## config.mk

```make
export PLATFORM = sky130hd
export DESIGN_NAME = pw_accept_ctl
export DESIGN_NICKNAME = d
export VERILOG_FILES = /design/src/rtl/pw_accept_ctl.sv
export SDC_FILE = /design/constraint.sdc
export NUM_CORES = 1
export LEC_CHECK = 0
export CORE_MARGIN = 4
export CORE_UTILIZATION = 44
export DETAILED_ROUTE_END_ITERATION = 8
export GPL_ROUTABILITY_DRIVEN = 0
export HOLD_SLACK_MARGIN = 0.12
export PLACE_DENSITY = 0.78
export SETUP_SLACK_MARGIN = 0.3
export SLEW_MARGIN = 40
export SYNTH_ARGS = -nofsm -noshare
export SYNTH_HDL_FRONTEND = slang
export SYNTH_SLANG_ARGS = --single-unit
export TNS_END_PERCENT = 10
```

## constraint.sdc

```tcl
create_clock -name clk -period 4.67 [get_ports clk]
set_clock_uncertainty 0.1 [all_clocks]
set_input_delay 0.934 -clock clk [delete_from_list [all_inputs] [get_ports clk]]
set_output_delay 0.934 -clock clk [all_outputs]
set_load 0.01 [all_outputs]
```

## src/rtl/pw_accept_ctl.sv

```systemverilog
module pw_accept_ctl #(
  parameter int ADDR_W     = 30,
  parameter int FREE_W     = 8,
  parameter int PAGE_BYTES = 4096
) (
  input  logic              clk,
  input  logic              rst_n,
  input  logic              start_i,
  input  logic              valid_i,
  input  logic              last_i,
  input  logic              mwi_i,
  input  logic [ADDR_W-1:0] addr_i,
  input  logic [7:0]        cls_i,
  input  logic              line_disc_en_i,
  input  logic [FREE_W-1:0] free_i,
  output logic              devsel_o,
  output logic              trdy_o,
  output logic              stop_o,
  output logic              wr_o,
  output logic [ADDR_W-1:0] wr_addr_o
);
  localparam int PAGE_LSB = $clog2(PAGE_BYTES / 4);

  logic              active_q, mwi_q;
  logic [ADDR_W-1:0] addr_q;

  logic              in_txn, mwi, cls_ok, line_hit, page_hit;
  logic              phase, room, fills, take, done;
  logic [ADDR_W-1:0] cur, nxt, line_mask;

  assign in_txn    = start_i | active_q;
  assign mwi       = start_i ? mwi_i : mwi_q;
  assign cur       = start_i ? addr_i : addr_q;
  assign nxt       = cur + 1'b1;
  assign cls_ok    = (cls_i == 8'd1) || (cls_i == 8'd2) || (cls_i == 8'd4) ||
                     (cls_i == 8'd8) || (cls_i == 8'd16);
  assign line_mask = ADDR_W'(cls_i) - 1'b1;
  assign line_hit  = cls_ok && (mwi || line_disc_en_i) && ((nxt & line_mask) == '0);
  assign page_hit  = (nxt[PAGE_LSB-1:0] == '0);

  assign phase = in_txn & valid_i;
  assign room  = (free_i != '0);
  assign fills = (free_i == FREE_W'(1));
  assign take  = phase & room;
  assign done  = phase & (stop_o | last_i);

  assign devsel_o  = in_txn;
  assign trdy_o    = take;
  assign wr_o      = take;
  assign stop_o    = phase & (~room | (~last_i & (fills | line_hit | page_hit)));
  assign wr_addr_o = cur;

  always_ff @(posedge clk or negedge rst_n) begin
    if (!rst_n) begin
      active_q <= 1'b0;
      mwi_q    <= 1'b0;
      addr_q   <= '0;
    end else begin
      active_q <= in_txn & ~done;
      if (start_i) mwi_q <= mwi_i;
      if (take) addr_q <= nxt;
      else if (start_i) addr_q <= addr_i;
    end
  end

  assert_addr_step_R1: assert property (@(posedge clk) disable iff (!rst_n)
    (wr_o && !stop_o && !last_i) |=> (!valid_i || start_i ||
      wr_addr_o == ADDR_W'($past(wr_addr_o) + 1'b1)));

  assert_fill_disc_R2: assert property (@(posedge clk) disable iff (!rst_n)
    (wr_o && free_i == FREE_W'(1) && !last_i) |-> stop_o);

  assert_page_disc_R7: assert property (@(posedge clk) disable iff (!rst_n)
    (wr_o && !last_i && ADDR_W'(wr_addr_o + 1'b1) % ADDR_W'(PAGE_BYTES / 4) == '0) |-> stop_o);

  assert_retry_R8: assert property (@(posedge clk) disable iff (!rst_n)
    (start_i && valid_i && free_i == '0) |-> (devsel_o && stop_o && !trdy_o && !wr_o));

  assert_release_R10: assert property (@(posedge clk) disable iff (!rst_n)
    (valid_i && devsel_o && (stop_o || last_i)) |=> (!devsel_o || start_i));
endmodule

```

==> summary.md <==
• global-route wire length before repair: 17000 microns
• cell with the largest stage delay on the worst path: sky130_fd_sc_hd__clkdlybuf4s50_1
• via count of the first global-routing pass: 3649
• top_reg_cell synth: sky130_fd_sc_hd__dfrtp_1
• post-synthesis mux area share: 0.115
• Critical Path Fanout Max: 2
• synthesized area: 3040 sq um
• dominant combinational cell family by area after synthesis: simple AND/OR/NAND/NOR gates
• worst slew pin tran: 0.595 ns
• Hold Fails Final Rpt: 0
• Critical Setup Path Class: input port to primary output
• DRT iter0 DRCs: 390
• number of clock sinks seen by CTS: 32
• mean routed wirelength per cell: 18.6 microns
• element type at the critical path start: input port
• Max-slew headroom: 0.603
• pins over their slew limit: 0
• clock slew at the register clock pins of the worst setup and hold paths: 0.07 ns
• global route total overflow: 0
• fraction of final layout cells sized beyond drive strength 1: 0.302
• Tightest Hold Check Type: flip-flop to flip-flop
• final setup vio count: 0
• worst vdd ir: 109 uV
• global-route usage over all layers: 0.250
• hold-fix buffers at CTS: 0
• Hold Slack: 0.404 ns
• Fmax: 225 MHz
• clock tree from TritonCTS: done
• power consumption: 0.00106 W
• number of rows created at floorplan: 30
• final routed DRC violation total: 0
• maximum single-stage delay on the critical path: 0.49 ns
• syn nets: 417
• die extent in x: 91.1 microns
• average instance area after synthesis: 8.47 sq um
• Initial Util: 0.450
• number of warnings printed during yosys synthesis: 0
• overall die area: 8300 sq um
• overall die height: 91.1 microns
• sequential share of the synthesized area: 0.263
• level count of the clock H-tree: 2
• initial antenna violation count: 0
• number of nets in the layout: 588
• wirelength, routed: 11300 microns
• fraction of the mapped netlist area in simple logic gates: 0.284
• ratio of total power to cell area: 215 nW/um^2
• Cells on Worst Hold Path: 1
• XOR/XNOR share of the synthesized area: 0.121
• core footprint: 6760 sq um
• worst-path cell chain: clkdlybuf4s50_1 > nand3_1 > buf_4 > a22oi_1 > buf_4 > nand4_1 > nor2_1 > nor2_1 > nor4_1 > nand4_1 > a21oi_2 > buf_2
• leakage power figure: 2.07 nW
• source-to-sink clock delay at the later pin of the worst-skew pair: 0.29 ns
• RSZ-0062 raised after global routing: yes
• crit path capture type: primary output
• number of buffers on the longest clock path: 2
• CTS Buf Count: 5
• Distinct cells, synth: 54
• area added between synthesis and finish: 62.1%
• Detailed Place HPWL: 7870 microns
• EDFF count, synth: 0
• shortest period the worst path allows: 4.44 ns
• largest net degree at the start of global routing: 43
• adder-cell area share of the yosys netlist: 0.0206
• count of mapped cells out of synthesis: 359
• Fill cells: 471
• ratio of routed vias to standard cells: 5.96
• number of I/O pins: 87
• Compound-Gate Fraction of Synth Area: 0.137
• arrival time of the worst setup path: 3.41 ns
• Root Buffer: sky130_fd_sc_hd__clkbuf_8
• via count: 3635
• FFs w/ async S/R, synth: 1.00
• # Max-Cap Violations: 0
• fraction of the cycle the final worst path needs: 0.951
• slack of the worst reg-to-reg path: 1.67 ns
• required time at the worst-slack endpoint: 3.64 ns
• Register-to-Register Path Depth: 12
• PortBufs: 86
• antenna violation net count after detailed routing: 0
• Pre-antenna DRT Iters: 5
• run status: completed
• number of diodes: 0
• Synth Register Bits: 32
==> layer usage <==
layer	vias up	GRT usage	wire [microns]
li1	1655	-	-
met1	1704	0.308	4500
met2	215	0.418	5320
met3	61	0.0605	1070
met4	0	0.0980	430
met5	-	0	0
==> layout make-up <==
type	instances	area [sq um]	share of cell area
clock buffer	6	72.6	0.0147
clock inverter	1	5.00	0.00102
inverter	21	78.8	0.0160
multi-input combinational	293	2280	0.463
sequential	32	801	0.162
tap	80	100	0.0203
timing repair buffer	177	1590	0.322
==> worst max-delay path: cells and delay by family <==
kind	cells	cell delay (ns)
AND/OR/NAND/NOR	6	1.12
AO/OA/AOI/OAI	2	0.40
buffers and inverters	4	0.96
==> worst paths after layout <==
path / to / startpoint
max in group asynchronous: addr_q[6]$_DFF_PN0_ / rst_n
max reg2reg: active_q$_DFF_PN0_ / addr_q[1]$_DFF_PN0_
min reg2reg: mwi_q$_DFF_PN0_ / mwi_q$_DFF_PN0_
max: stop_o / addr_i[15]
min: mwi_q$_DFF_PN0_ / mwi_q$_DFF_PN0_
min in group asynchronous: addr_q[17]$_DFF_PN0_ / rst_n
==> logic make-up (layout without fill, tap and decap cells) <==
kind of cell | count (synthesis) | count (layout)
simple gates | 152 | 152
compound gates | 61 | 61
xor+xnor | 42 | 42
buf+inv | 34 | 205
mux | 33 | 33
flops | 32 | 32
fa+ha+maj | 5 | 5
==> placed cells by master (no fill, tap or decap), drive strengths merged, types with 6 or more instances in the layout <==
cell / count
buf: 92
clkdlybuf4s50: 75
xnor2: 36
nand2: 32
dfrtp: 32
nand3: 31
nor2: 26
inv: 21
mux2i: 18
mux2: 15
nand3b: 14
o21ai: 13
nor3: 11
a21oi: 11
nor4: 10
clkbuf: 9
nand4: 7
a22oi: 7
a31oi: 6
xor2: 6
a211oi: 6
==> stage by stage <==
| stage | instances | utilization | setup slack (ns) | instance area, sq um | setup TNS, ns |
|---|---|---|---|---|---|
| after floorplan | 359 | - | 0.0388 | 3070 | 0 |
| after global placement | 580 | 0.657 | -0.303 | 4440 | -0.303 |
| after detailed placement | 580 | 0.657 | -0.431 | 4440 | -0.431 |
| after CTS | 598 | 0.696 | 0.303 | 4700 | 0 |
| after global routing | 610 | 0.730 | 0.124 | 4930 | 0 |
| final | 610 | 0.730 | 0.230 | 4930 | 0 |
==> registers in the layout, indices dropped and copies added (netlist names) <==
signal / cells
active_q: 1
mwi_q: 1
addr_q: 30
==> timing repair <==
action / in CTS / in global routing
buffers inserted: 11 / 11
resized for setup: 38 / 28
endpoints found under the setup margin: 1 / 1
pin swaps: 17 / 18
cloned: 0 / 1
==> cell usage after synthesis, types with 4 or more instances <==
cell                       number  area (sq um)
sky130_fd_sc_hd__o21ai_0       13          65.1
sky130_fd_sc_hd__nor2_1        26          97.6
sky130_fd_sc_hd__ha_1           5          62.6
sky130_fd_sc_hd__mux2_2        14           158
sky130_fd_sc_hd__a22oi_1        5          37.5
sky130_fd_sc_hd__a31oi_1        6          37.5
sky130_fd_sc_hd__a21oi_1       11          55.1
sky130_fd_sc_hd__a211oi_1       6          45.0
sky130_fd_sc_hd__nand3_1       29           145
sky130_fd_sc_hd__xnor2_1       36           315
sky130_fd_sc_hd__nand4_1        6          37.5
sky130_fd_sc_hd__inv_1         19          71.3
sky130_fd_sc_hd__xor2_1         6          52.6
sky130_fd_sc_hd__nand2_1       32           120
sky130_fd_sc_hd__dfrtp_1       32           801
sky130_fd_sc_hd__buf_6          4          45.0
sky130_fd_sc_hd__nand3b_1      12          90.1
sky130_fd_sc_hd__nor4_1         7          43.8
sky130_fd_sc_hd__nor3_1        10          50.1
sky130_fd_sc_hd__mux2i_1       18           180
sky130_fd_sc_hd__o22ai_1        4          25.0
==> power breakdown <==
part / internal [W] / leakage, nW / switching [W]
sequential: 0.000312 / 0.373 / 0.0000253
clock: 0.000101 / 0.0410 / 0.000111
combinational: 0.000264 / 1.65 / 0.000244
total: 0.000678 / 2.07 / 0.000380
Power figures use the tool's default switching activity.
